## src/rtl/pattern_out_ctrl.sv

```systemverilog
module pattern_out_ctrl #(
  parameter int WIDTH  = 16,
  parameter int ADDR_W = 3
) (
  input  logic              clk,
  input  logic              rst_n,
  input  logic              wr_en,
  input  logic [ADDR_W-1:0] addr,
  input  logic [WIDTH-1:0]  wdata,
  output logic [WIDTH-1:0]  rdata,
  input  logic              cmp_a,
  input  logic              cmp_b,
  input  logic [WIDTH-1:0]  alt_sel,
  input  logic [WIDTH-1:0]  alt_val,
  output logic [WIDTH-1:0]  pin_out,
  output logic [WIDTH-1:0]  pin_oe
);

  localparam logic [ADDR_W-1:0] A_STAGE = ADDR_W'(0);
  localparam logic [ADDR_W-1:0] A_EN    = ADDR_W'(1);
  localparam logic [ADDR_W-1:0] A_DIR   = ADDR_W'(2);
  localparam logic [ADDR_W-1:0] A_MODE  = ADDR_W'(3);
  localparam logic [ADDR_W-1:0] A_PAT   = ADDR_W'(4);

  logic [WIDTH-1:0] stage_q, en_q, dir_q, pat_q;
  logic             nonov_q;

  wire copy_b = cmp_b & ~cmp_a & nonov_q;

  always_ff @(posedge clk or negedge rst_n) begin
    if (!rst_n) begin
      stage_q <= '0;
      en_q    <= '0;
      dir_q   <= '0;
      nonov_q <= 1'b0;
    end else if (wr_en) begin
      case (addr)
        A_STAGE: stage_q <= wdata;
        A_EN:    en_q    <= wdata;
        A_DIR:   dir_q   <= wdata;
        A_MODE:  nonov_q <= wdata[0];
        default: ;
      endcase
    end
  end

  always_ff @(posedge clk or negedge rst_n) begin
    if (!rst_n)
      pat_q <= '0;
    else if (cmp_a)
      pat_q <= (pat_q & ~en_q) | (stage_q & en_q);
    else if (copy_b)
      pat_q <= pat_q & ~(en_q & ~stage_q);
  end

  always_comb begin
    case (addr)
      A_STAGE: rdata = stage_q;
      A_EN:    rdata = en_q;
      A_DIR:   rdata = dir_q;
      A_MODE:  rdata = {{(WIDTH-1){1'b0}}, nonov_q};
      A_PAT:   rdata = pat_q;
      default: rdata = '0;
    endcase
  end

  assign pin_out = (alt_sel & alt_val) | (~alt_sel & dir_q & pat_q);
  assign pin_oe  = alt_sel | dir_q;

  // strobe A loads enabled bits, even when B is also high
  assert_a_loads_R4: assert property (@(posedge clk) disable iff (!rst_n)
    cmp_a |=> ((pat_q & $past(en_q)) == ($past(stage_q) & $past(en_q))));

  assert_a_holds_masked_R4: assert property (@(posedge clk) disable iff (!rst_n)
    cmp_a |=> ((pat_q & ~$past(en_q)) == ($past(pat_q) & ~$past(en_q))));

  // B in non-overlapping mode never sets a bit and clears staged zeros
  assert_b_no_rise_R5: assert property (@(posedge clk) disable iff (!rst_n)
    (cmp_b && !cmp_a) |=> ((pat_q & ~$past(pat_q)) == '0));

  assert_b_clears_R5: assert property (@(posedge clk) disable iff (!rst_n)
    (cmp_b && !cmp_a && nonov_q) |=> ((pat_q & $past(en_q & ~stage_q)) == '0));

  // no A and no effective B means the pattern holds
  assert_hold_R6: assert property (@(posedge clk) disable iff (!rst_n)
    (!cmp_a && !(cmp_b && nonov_q)) |=> $stable(pat_q));

  // an input-direction pin not handed over is quiet
  assert_quiet_pin_R8: assert property (@(posedge clk) disable iff (!rst_n)
    ((pin_out | pin_oe) & ~alt_sel & ~dir_q) == '0);

endmodule

```

## config.mk

```make
export PLATFORM = sky130hd
export DESIGN_NAME = pattern_out_ctrl
export DESIGN_NICKNAME = d
export VERILOG_FILES = /design/src/rtl/pattern_out_ctrl.sv
export SDC_FILE = /design/constraint.sdc
export NUM_CORES = 1
export LEC_CHECK = 0
export ABC_AREA = 1
export BUFFER_PORTS_ARGS = -buffer_cell sky130_fd_sc_hd__buf_2
export CAP_MARGIN = 40
export CELL_PAD_IN_SITES_DETAIL_PLACEMENT = 0
export CELL_PAD_IN_SITES_GLOBAL_PLACEMENT = 1
export CORE_MARGIN = 2
export CORE_UTILIZATION = 35
export CTS_BUF_LIST = sky130_fd_sc_hd__clkbuf_16
export DETAILED_ROUTE_END_ITERATION = 10
export PLACE_DENSITY = 0.83
export SKIP_LAST_GASP = 1
export SLEW_MARGIN = 20
export SYNTH_ARGS = -nofsm -noshare
export SYNTH_HDL_FRONTEND = slang
export SYNTH_SLANG_ARGS = --single-unit
```

## constraint.sdc

```tcl
create_clock -name clk -period 2.3 [get_ports clk]
set_input_delay 0.69 -clock clk [delete_from_list [all_inputs] [get_ports clk]]
set_output_delay 0.69 -clock clk [all_outputs]
set_load 0.02 [all_outputs]
```

# --- Word-level counts from Yosys, hierarchy flattened ---
# Cells that the tools add are included.
totals:
  reg_bits: 65
  in_bits: 56
  out_inout_bits: 48
  word_cells: 35
op_classes:
  n_eq_ne: 4
  muxes: 3
  n_bitwise: 17
  n_reduce_logical: 6
ops:
  columns: ["cell", "count"]
  rows:
  - ["16-bit AND", 7]
  - ["16-bit case mux with 5 select lines", 1]
  - ["16-bit inverter", 4]
  - ["16-bit bitwise OR", 3]
  - ["16-bit two-way mux", 2]
  - ["2-bit AND reduction", 4]
  - ["3-bit by 2-bit equality test with 1-bit output (second input constant)", 2]
  - ["3-bit by 1-bit equality test with 1-bit output (second input constant)", 1]
  - ["3-bit equality test (second input constant)", 1]
  - ["3-bit logical NOT", 1]
  - ["1-bit AND", 2]
  - ["2-bit nonzero test", 1]
  - ["1-bit inverter", 1]

# --- Longest topological paths before layout ---
# Gate-level depths: netlist of run 1.
depth:
  depth_word: 6
  mapped_depth: 7
  mapped_depth_nobuf: 5

# --- Least setup slack after synthesis of run 1 ---
# No wires, ideal clock.
synth_path:
  path_kind: "input -> output"
  start: "input port addr[2]"
  end: "output port rdata[8]"
  t_arrival_ps: 1575
  required_time_ps: 1610
  setup_slack_ps: 35
  cell_stages: 5
  path_buffers: 2
  cell_sequence: "buf_4 > nor2_4 > clkbuf_1 > nand3_1 > nand4_1"
synth_via:
  elab_chain_cells: 2
  word_cells_on_any_way: 6
  classes_between: "eq/ne (4); mux (1); reduce/logical (1)"
synth_lines:
  columns: ["item", "line_no", "rtl"]
  rows:
  - ["start, declared", "8", "input logic [ADDR_W-1:0] addr,"]
  - ["3-bit equality test (tied with other cells)", "57", "case (addr)"]
  - ["16-bit case mux with 5 select lines *", "57", null]
  - ["end, declared", "10", "output logic [WIDTH-1:0] rdata,"]
# Mark *: on every way between the ends. The rest lies on a longest branch, timed or not.

# --- Worst setup path after layout of run 1 ---
layout_path:
  start: "input port addr[0]"
  end: "output port rdata[0]"
# The elaborated chain is that of the path after synthesis.

==> run metrics, run 1 <==
outcome finished clean; via count 3585; fin crit share 98.61%; Layout Skew 0.004350 ns; Comb power frac 25.8%; CTS tree done; cell mode on critical path nand2_1; maximum clock insertion buffer count 2; H-tree depth 3; area share of the largest cell type after synthesis 46.03%; Cell variety after synth 16; Final WS setup 0.03205 ns; worst r2r src nonov_q; Clock Sinks 65; clock root buffer clkbuf_16; r2r setup slk 1.31 ns; Post-route DRC 0; Psw 1.337 mW; clock network power share 32.0%; average size of a mapped cell 7.331 um^2; Core ar. 9774 um^2; minimum clock period 2.268 ns; P_int 2.676 mW; Reg power frac 42.2%; maximum VDD drop 332.5 uV; Antenna Nets Post-Route 0; Async SR Flop Fraction 100.0%; top cell type by total area after synthesis dfrtp_1; Crit-path slowest cell nor2_4; Slew Limit Headroom 56.04%; Final HPWL DP 7161 um; PwrDens 862.5 nW/um^2; TritonRoute pass-1 iters 4; gr ovfl total 0; Mapped Cells 482; drt via density 4.878; peak per-stage delay on the critical path 0.17 ns; Final Hold Fails 0; Post-Syn Area 3533 um^2; Pwr Total 4.013 mW; Initial Util 36.15%; flops & latches, synth 65; crit path capture type output pin; Ports 104; fin. max-slew vios 0; Worst Setup EP rdata[0]; Synth area leaders dfrtp_1 46%, nand2_1 13%, nand3_1 11%, inv_1 9.2%, o21ai_0 8.9%; worst slew pin tran 0.6587 ns; DR iter-0 viols 183; RePlAce Congestion 0.7573; number of buffers created by CTS 9; Critical Path Source addr[0]; CTS Hold Bufs 0; CP Data Required Time 1.61 ns; row cnt 36; die area 10920 um^2; vias in the first global route 3481; Setup Crit Path Kind input port to output pin; Post-synth top flop dfrtp_1; Routed wire per std cell 13.55 um; warnings from Yosys 0; CTS clk-pin slew, worst paths 0.05 ns; delay-heaviest family, CP buffers and inverters; hold slack 0.3833 ns; Crit path depth 8; Lkg Pwr 2.392 nW; fillers 1008; area growth from synthesis to layout 31.69%; CP bufs+invs 3; Die Wd 104.5 um; initial antenna violation count 0; R2R depth 4; unrepaired setup endpoints after global routing yes; max-cap viol count 0; Hold WC Path Type input port to async pin; CP arrival 1.58 ns; Post-Route Setup TNS 0 ns; Nets 653; top post-synthesis cells by count 118 x nand2_1, 87 x inv_1, 80 x nand3_1, 65 x dfrtp_1, 63 x o21ai_0; Critical Path Source Type input port; Port-buffer cells 103; critical path fanouts, max 9; Worst-Skew Late Latency 0.32 ns; Die H 104.5 um; pre-CTS setup slack 0.003437 ns; largest net degree at the start of global routing 66; global-route wire length before repair 16830 um; Seq/Total Area, Yosys 46.03%; Switching Fraction 33.32%; EDFF count, synth 0; f_max 440.9 MHz; Post-Synthesis Net Count 538; most common cell in the synthesized netlist nand2_1; endpoints failing setup 0; layout cells sized above 1 24.09%; GRT Resource Usage Total 19.12%; Post-Route WL 9962 um; crit path cell chain clkbuf_4 -> nor2_4 -> buf_6 -> nand3_1 -> nand2_1 -> nor2_1 -> nand2_1 -> buf_4; n_diodes 0
## cell type report
class                      instances  area, um^2  area share, %
clock inverter                     7       52.55          1.129
inverter                          87       326.6          7.018
multi-input combinational        307        1469          31.57
timing repair buffer             127       787.0          16.91
sequential                        65        1627          34.96
tap                              133       166.4          3.576
clock buffer                       9       225.2          4.840
## worst min path at each step
stage,from,to,slack (ns),depth (start not counted)
6_report,rst_n,dir_q[15],0.38,2
3_3_place_gp,stage_q[2],stage_q[2],0.53,2
3_5_place_dp,stage_q[2],stage_q[2],0.54,2
2_1_floorplan,rst_n,async pin,0.39,0
5_1_grt,rst_n,stage_q[15],0.42,2
4_1_cts,rst_n,stage_q[13],0.40,2
## stage by stage
step | instances | util (%) | cell area (um^2)
3_5_place_dp | 717 | 44.14 | 4314
2_1_floorplan | 482 | - | 3533
3_3_place_gp | 717 | 44.14 | 4314
6_report | 735 | 47.61 | 4653
4_1_cts | 733 | 47.03 | 4597
5_1_grt | 735 | 47.61 | 4653
## metal layers
layer  track usage, %  vias up  share of wire (%)
li1                 -     1775                  -
met3            3.759       12                6.8
met4            6.467        0                1.3
met2            31.05      109                 47
met5                0        -                  0
met1            25.49     1689                 45
## logic make-up (layout without fill, tap and decap cells)
logic type	Yosys count	count (layout)	synth area share, %
flip-flops	65	65	46.03
buffers and inverters	110	230	12.64
AO/OA/AOI/OAI	82	82	12.68
AND/OR/NAND/NOR	225	225	28.65
## worst reg2reg max path: stages (launching register included)
cell,delay (ns)
dfrtp_1,0.39
a21oi_2,0.12
buf_4,0.24
o21ai_0,0.11
inv_1,0.07
## power groups by stage
| stage | Combinational, mW | Sequential, mW | Clock, mW |
|---|---|---|---|
| finish | 1.04 | 1.69 | 1.28 |
| global route | 1.18 | 1.73 | 1.36 |
| CTS | 1.03 | 1.69 | 1.30 |
| detailed placement | 1.02 | 1.71 | 0 |
| global placement | 0.994 | 1.70 | 0 |
| floorplan | 0.694 | 1.62 | 0 |
## cells in the final DEF (no fill, tap or decap), types with 2 or more instances in the layout
master     Yosys  final
buf_4          6     18
dfrtp_1       65     65
nand4_1       15     15
clkinv_1       0      5
clkbuf_16      0      9
buf_2          9     97
o21ai_1        3      3
nor2_2         3      2
nand2_1      118    118
inv_1         87     87
nor2_4         3      4
nor2_1         6      6
buf_12         0      4
o21bai_1      15     15
nand3_1       80     80
buf_6          0      7
o21ai_0       63     63
## what timing repair did
item / 4_1_cts / 5_1_grt
setup buffers: 0 / 2
gates cloned: 0 / 0
pin swaps: 0 / 1
setup endpoints to repair: 1 / 14
gates resized for setup: 1 / 14
No activity file was read; power rests on OpenSTA's default activity.
==> run 2, diff against run 1 <==
--- a/config.mk
+++ b/config.mk
@@ -15,6 +15,7 @@
 export CTS_BUF_LIST = sky130_fd_sc_hd__clkbuf_16
 export DETAILED_ROUTE_END_ITERATION = 10
 export PLACE_DENSITY = 0.83
+export REMOVE_ABC_BUFFERS = 1
 export SKIP_LAST_GASP = 1
 export SLEW_MARGIN = 20
 export SYNTH_ARGS = -nofsm -noshare
==> run metrics, run 2 (synthesized netlist as in run 1, its figures left out) <==
maximum clock insertion buffer count 2; unrepaired setup endpoints after global routing yes; Die Wd 104.5 um; endpoints failing setup 0; H-tree depth 3; Initial Util 36.15%; clock root buffer clkbuf_16; Core ar. 9774 um^2; fin crit share 98.40%; via count 3563; Nets 656; P_int 2.704 mW; crit path cell chain buf_4 -> nor2_4 -> buf_12 -> clkbuf_16 -> nand3_1 -> nand4_1 -> buf_4; outcome finished clean; critical path fanouts, max 10; Layout Skew 0.003947 ns; crit path capture type output pin; Final WS setup 0.03688 ns; Die H 104.5 um; Critical Path Source Type input port; Lkg Pwr 2.444 nW; Antenna Nets Post-Route 0; Post-route DRC 0; GRT Resource Usage Total 19.00%; global-route wire length before repair 16770 um; commonest non-fill, non-tap cell in the layout nand2_1; Routed wire per std cell 13.94 um; maximum VDD drop 343.6 uV; largest net degree at the start of global routing 66; Switching Fraction 33.06%; Comb power frac 26.6%; vias in the first global route 3480; Post-Route Setup TNS 0 ns; clock network power share 31.8%; fin. max-slew vios 0; most frequent cells in the layout 118 x nand2_1, 91 x buf_2, 87 x inv_1; Psw 1.335 mW; Final Hold Fails 0; Slew Limit Headroom 76.05%; Worst-Skew Late Latency 0.32 ns; die area 10920 um^2; drt via density 4.834; r2r setup slk 1.29 ns; CTS clk-pin slew, worst paths 0.05 ns; Post-Route WL 10280 um; worst slew pin tran 0.3593 ns; PwrDens 845.6 nW/um^2; cell mode on critical path buf_4; row cnt 36; Clock Sinks 65; Setup Crit Path Kind input port to output pin; Ports 104; CP arrival 1.57 ns; layout cells sized above 1 25.00%; Reg power frac 41.6%; n_diodes 0; peak per-stage delay on the critical path 0.16 ns; gr ovfl total 0; minimum clock period 2.263 ns; number of buffers created by CTS 9; Port-buffer cells 103; area growth from synthesis to layout 35.20%; Crit-path slowest cell clkbuf_16; Placed Cells 718; pre-CTS setup slack 0.01281 ns; Final HPWL DP 6989 um; final non-filler cell total 737; max-cap viol count 0; TritonRoute pass-1 iters 5; Hold WC Path Type input port to async pin; f_max 441.9 MHz; RePlAce Congestion 0.8001; CTS tree done; initial antenna violation count 1; DR iter-0 viols 190; CP Data Required Time 1.61 ns
-- run 2: changes by cell type in the layout (fill, tap and decap cells not counted), sizes merged --
cell	before	now
clkbuf	10	13
clkinv	5	4
-- run 2: final timing paths --
path	startpoint	to	depth (start not counted)
hold reg to reg	stage_q[4]	stage_q[4]	2
setup reg to reg	nonov_q	flip-flop	4
setup / recovery	addr[2]	rdata[10]	7
hold / removal	rst_n	dir_q[2]	2
min in group clk	stage_q[4]	stage_q[4]	2
max in group asynchronous	rst_n	async pin	2
-- run 2: timing repair --
item                       4_1_cts  5_1_grt
buffers inserted                 0        1
hold buffers                     0        0
setup endpoints to repair        0       16
gates resized for setup          0       25
-- run 2: metrics by stage --
stage | power (mW) | util, % | hold slack [ns] | cell area, um^2
floorplan | 2.292 | - | 0.3944 | 3413
global placement | 2.690 | 44.34 | 0.5294 | 4334
detailed placement | 2.720 | 44.34 | 0.5358 | 4334
CTS | 4.019 | 47.17 | 0.3969 | 4611
global route | 4.294 | 48.87 | 0.4118 | 4777
finish | 4.040 | 48.87 | 0.3708 | 4777
-- run 2: layout make-up --
| class | instances | area (um^2) |
|---|---|---|
| clock inverters | 6 | 51.30 |
| fillers | 990 | 4997 |
| flip-flops and latches | 65 | 1627 |
| repair buffers | 130 | 902.1 |
| inverters | 87 | 326.6 |
| well taps | 133 | 166.4 |
| clock buffers | 9 | 225.2 |
| multi-input cells | 307 | 1479 |
-- run 2: power by group through the flow --
| stage | Sequential [mW] | Combinational (mW) | Clock [mW] |
|---|---|---|---|
| 2_1_floorplan | 1.62 | 0.673 | 0 |
| 3_3_place_gp | 1.68 | 1.01 | 0 |
| 3_5_place_dp | 1.69 | 1.03 | 0 |
| 4_1_cts | 1.68 | 1.04 | 1.31 |
| 5_1_grt | 1.72 | 1.22 | 1.36 |
| 6_report | 1.68 | 1.07 | 1.29 |
-- run 2: metal layers --
| layer | up-vias | track usage, % | part of all wire [%] |
|---|---|---|---|
| met5 | - | 0 | 0 |
| met4 | 0 | 4.923 | 0.73 |
| met3 | 6 | 4.637 | 6.9 |
| met2 | 121 | 32.73 | 49 |
| met1 | 1658 | 23.77 | 44 |
| li1 | 1778 | - | - |
-- run 2: critical path: cells and delay by family --
kind          cells  cell delay [ns]
buf+inv           4             0.60
simple gates      3             0.28
==> run 3, diff against run 2 <==
--- a/config.mk
+++ b/config.mk
@@ -11,10 +11,10 @@
 export CELL_PAD_IN_SITES_DETAIL_PLACEMENT = 0
 export CELL_PAD_IN_SITES_GLOBAL_PLACEMENT = 1
 export CORE_MARGIN = 2
-export CORE_UTILIZATION = 35
+export CORE_UTILIZATION = 37
 export CTS_BUF_LIST = sky130_fd_sc_hd__clkbuf_16
 export DETAILED_ROUTE_END_ITERATION = 10
-export PLACE_DENSITY = 0.83
+export PLACE_DENSITY = 0.87
 export REMOVE_ABC_BUFFERS = 1
 export SKIP_LAST_GASP = 1
 export SLEW_MARGIN = 20
==> run metrics, run 3 (synthesized netlist as in run 1, its figures left out) <==
outcome finished clean; number of buffers created by CTS 9; global-route wire length before repair 15700 um; CTS clk-pin slew, worst paths 0.05 ns; endpoints failing setup 0; Port-buffer cells 103; Core ar. 9240 um^2; CP arrival 1.60 ns; commonest non-fill, non-tap cell in the layout nand2_1; Setup Crit Path Kind input port to output pin; most frequent cells in the layout 118 x nand2_1, 94 x buf_2, 85 x inv_1; area growth from synthesis to layout 35.98%; DR iter-0 viols 177; area of the multi-input gates 1479 um^2; crit path capture type output pin; row cnt 35; Die H 101.7 um; TritonRoute pass-1 iters 5; Post-route DRC 0; drt via density 4.869; CP Data Required Time 1.61 ns; clock root buffer clkbuf_16; Reg area 1627 um^2; GRT Resource Usage Total 19.79%; r2r setup slk 1.05 ns; Ports 104; fin crit share 99.56%; vias in the first global route 3223; Nets 656; unrepaired setup endpoints after global routing yes; R2R depth 4; worst slew pin tran 0.4163 ns; PwrDens 872.2 nW/um^2; CTS tree done; via count 3574; Clock Sinks 65; f_max 436.7 MHz; Die Wd 101.7 um; Critical Path Source Type input port; RePlAce Congestion 0.8261; gr ovfl total 0; Antenna Nets Post-Route 0; Hold WC Path Type input port to async pin; Critical Path Source addr[2]; fin. max-slew vios 0; Layout Skew 0.009388 ns; Final Hold Fails 0; maximum clock insertion buffer count 2; n_diodes 0; layout cells sized above 1 25.45%; hold slack 0.3743 ns; largest net degree at the start of global routing 66; max-cap viol count 0; Worst-Skew Late Latency 0.33 ns; fillers 886; H-tree depth 3; maximum VDD drop 326.3 uV; die area 10350 um^2; Post-Route WL 10340 um; Lkg Pwr 2.452 nW; minimum clock period 2.290 ns; Worst Setup EP rdata[4]; worst r2r src nonov_q; Initial Util 38.24%; critical path fanouts, max 6; initial antenna violation count 0; Post-Route Setup TNS 0 ns; Routed wire per std cell 14.09 um; Slew Limit Headroom 72.25%; Final HPWL DP 7043 um
==> run 3: cell count changes in the layout (fill, tap and decap cells not counted) <==
| cell | change |
|---|---|
| buf_6 | -3 |
| inv_1 | -2 |
| inv_4 | +1 |
| buf_2 | +3 |
| clkinvlp_4 | +1 |
| buf_8 | +2 |
| buf_4 | -2 |
| bufinv_16 | +1 |
==> run 3: per-layer routing <==
metal | part of all wire, % | vias up | global-route usage [%] | wire [um]
met3 | 5.9 | 17 | 5.176 | 606
met2 | 47 | 110 | 30.87 | 4888
li1 | - | 1791 | - | -
met1 | 45 | 1656 | 26.65 | 4665
met5 | 0 | - | 0 | 0
met4 | 1.7 | 0 | 7.069 | 179
==> run 3: worst min path at each step <==
stage	from	end	slack, ns
after floorplan	rst_n	async pin	0.39
after global placement	stage_q[4]	stage_q[4]	0.53
after detailed placement	stage_q[4]	stage_q[4]	0.54
after CTS	rst_n	dir_q[7]	0.39
after global routing	rst_n	async pin	0.40
final	rst_n	dir_q[0]	0.37
==> run 3: per-stage QoR <==
stage	cell area, um^2	total power, mW	setup WS [ns]	std cells	utilization (%)
3_3_place_gp	4322	2.697	0.01829	713	46.77
2_1_floorplan	3413	2.292	-0.07604	459	-
3_5_place_dp	4322	2.727	-0.007530	713	46.77
6_report	4805	4.191	0.01012	734	52.00
5_1_grt	4805	4.443	-0.01867	734	52.00
4_1_cts	4639	4.163	-0.002669	729	50.21
==> run 3: cell type report <==
class | count | share of cell area (%)
sequential | 65 | 33.85
multi-input combinational | 307 | 30.78
timing repair buffer | 130 | 18.70
inverter | 87 | 6.849
clock buffer | 9 | 4.687
tap | 129 | 3.359
clock inverter | 7 | 1.771
==> run 3: report_power, final <==
group / internal [mW] / total [mW] / switching, mW
registers: 1.45 / 1.69 / 0.244
clock network: 0.936 / 1.43 / 0.491
logic: 0.436 / 1.07 / 0.636
total: 2.82 / 4.19 / 1.37
==> run 3: timing repair <==
action | in CTS | in global routing
resized for setup | 3 | 21
pin swaps | 0 | 3
setup buffers | 0 | 1
hold buffers | 0 | 0
setup endpoints to repair | 6 | 15
endpoints found under the hold margin | 0 | 0
gates cloned | 0 | 4
==> run 3: worst max-delay path, stage by stage <==
cell and delay (ns):
buf_4 0.15, nor2_4 0.10, buf_12 0.14, buf_12 0.12, nand3_1 0.08, nand4_1 0.14, buf_2 0.18
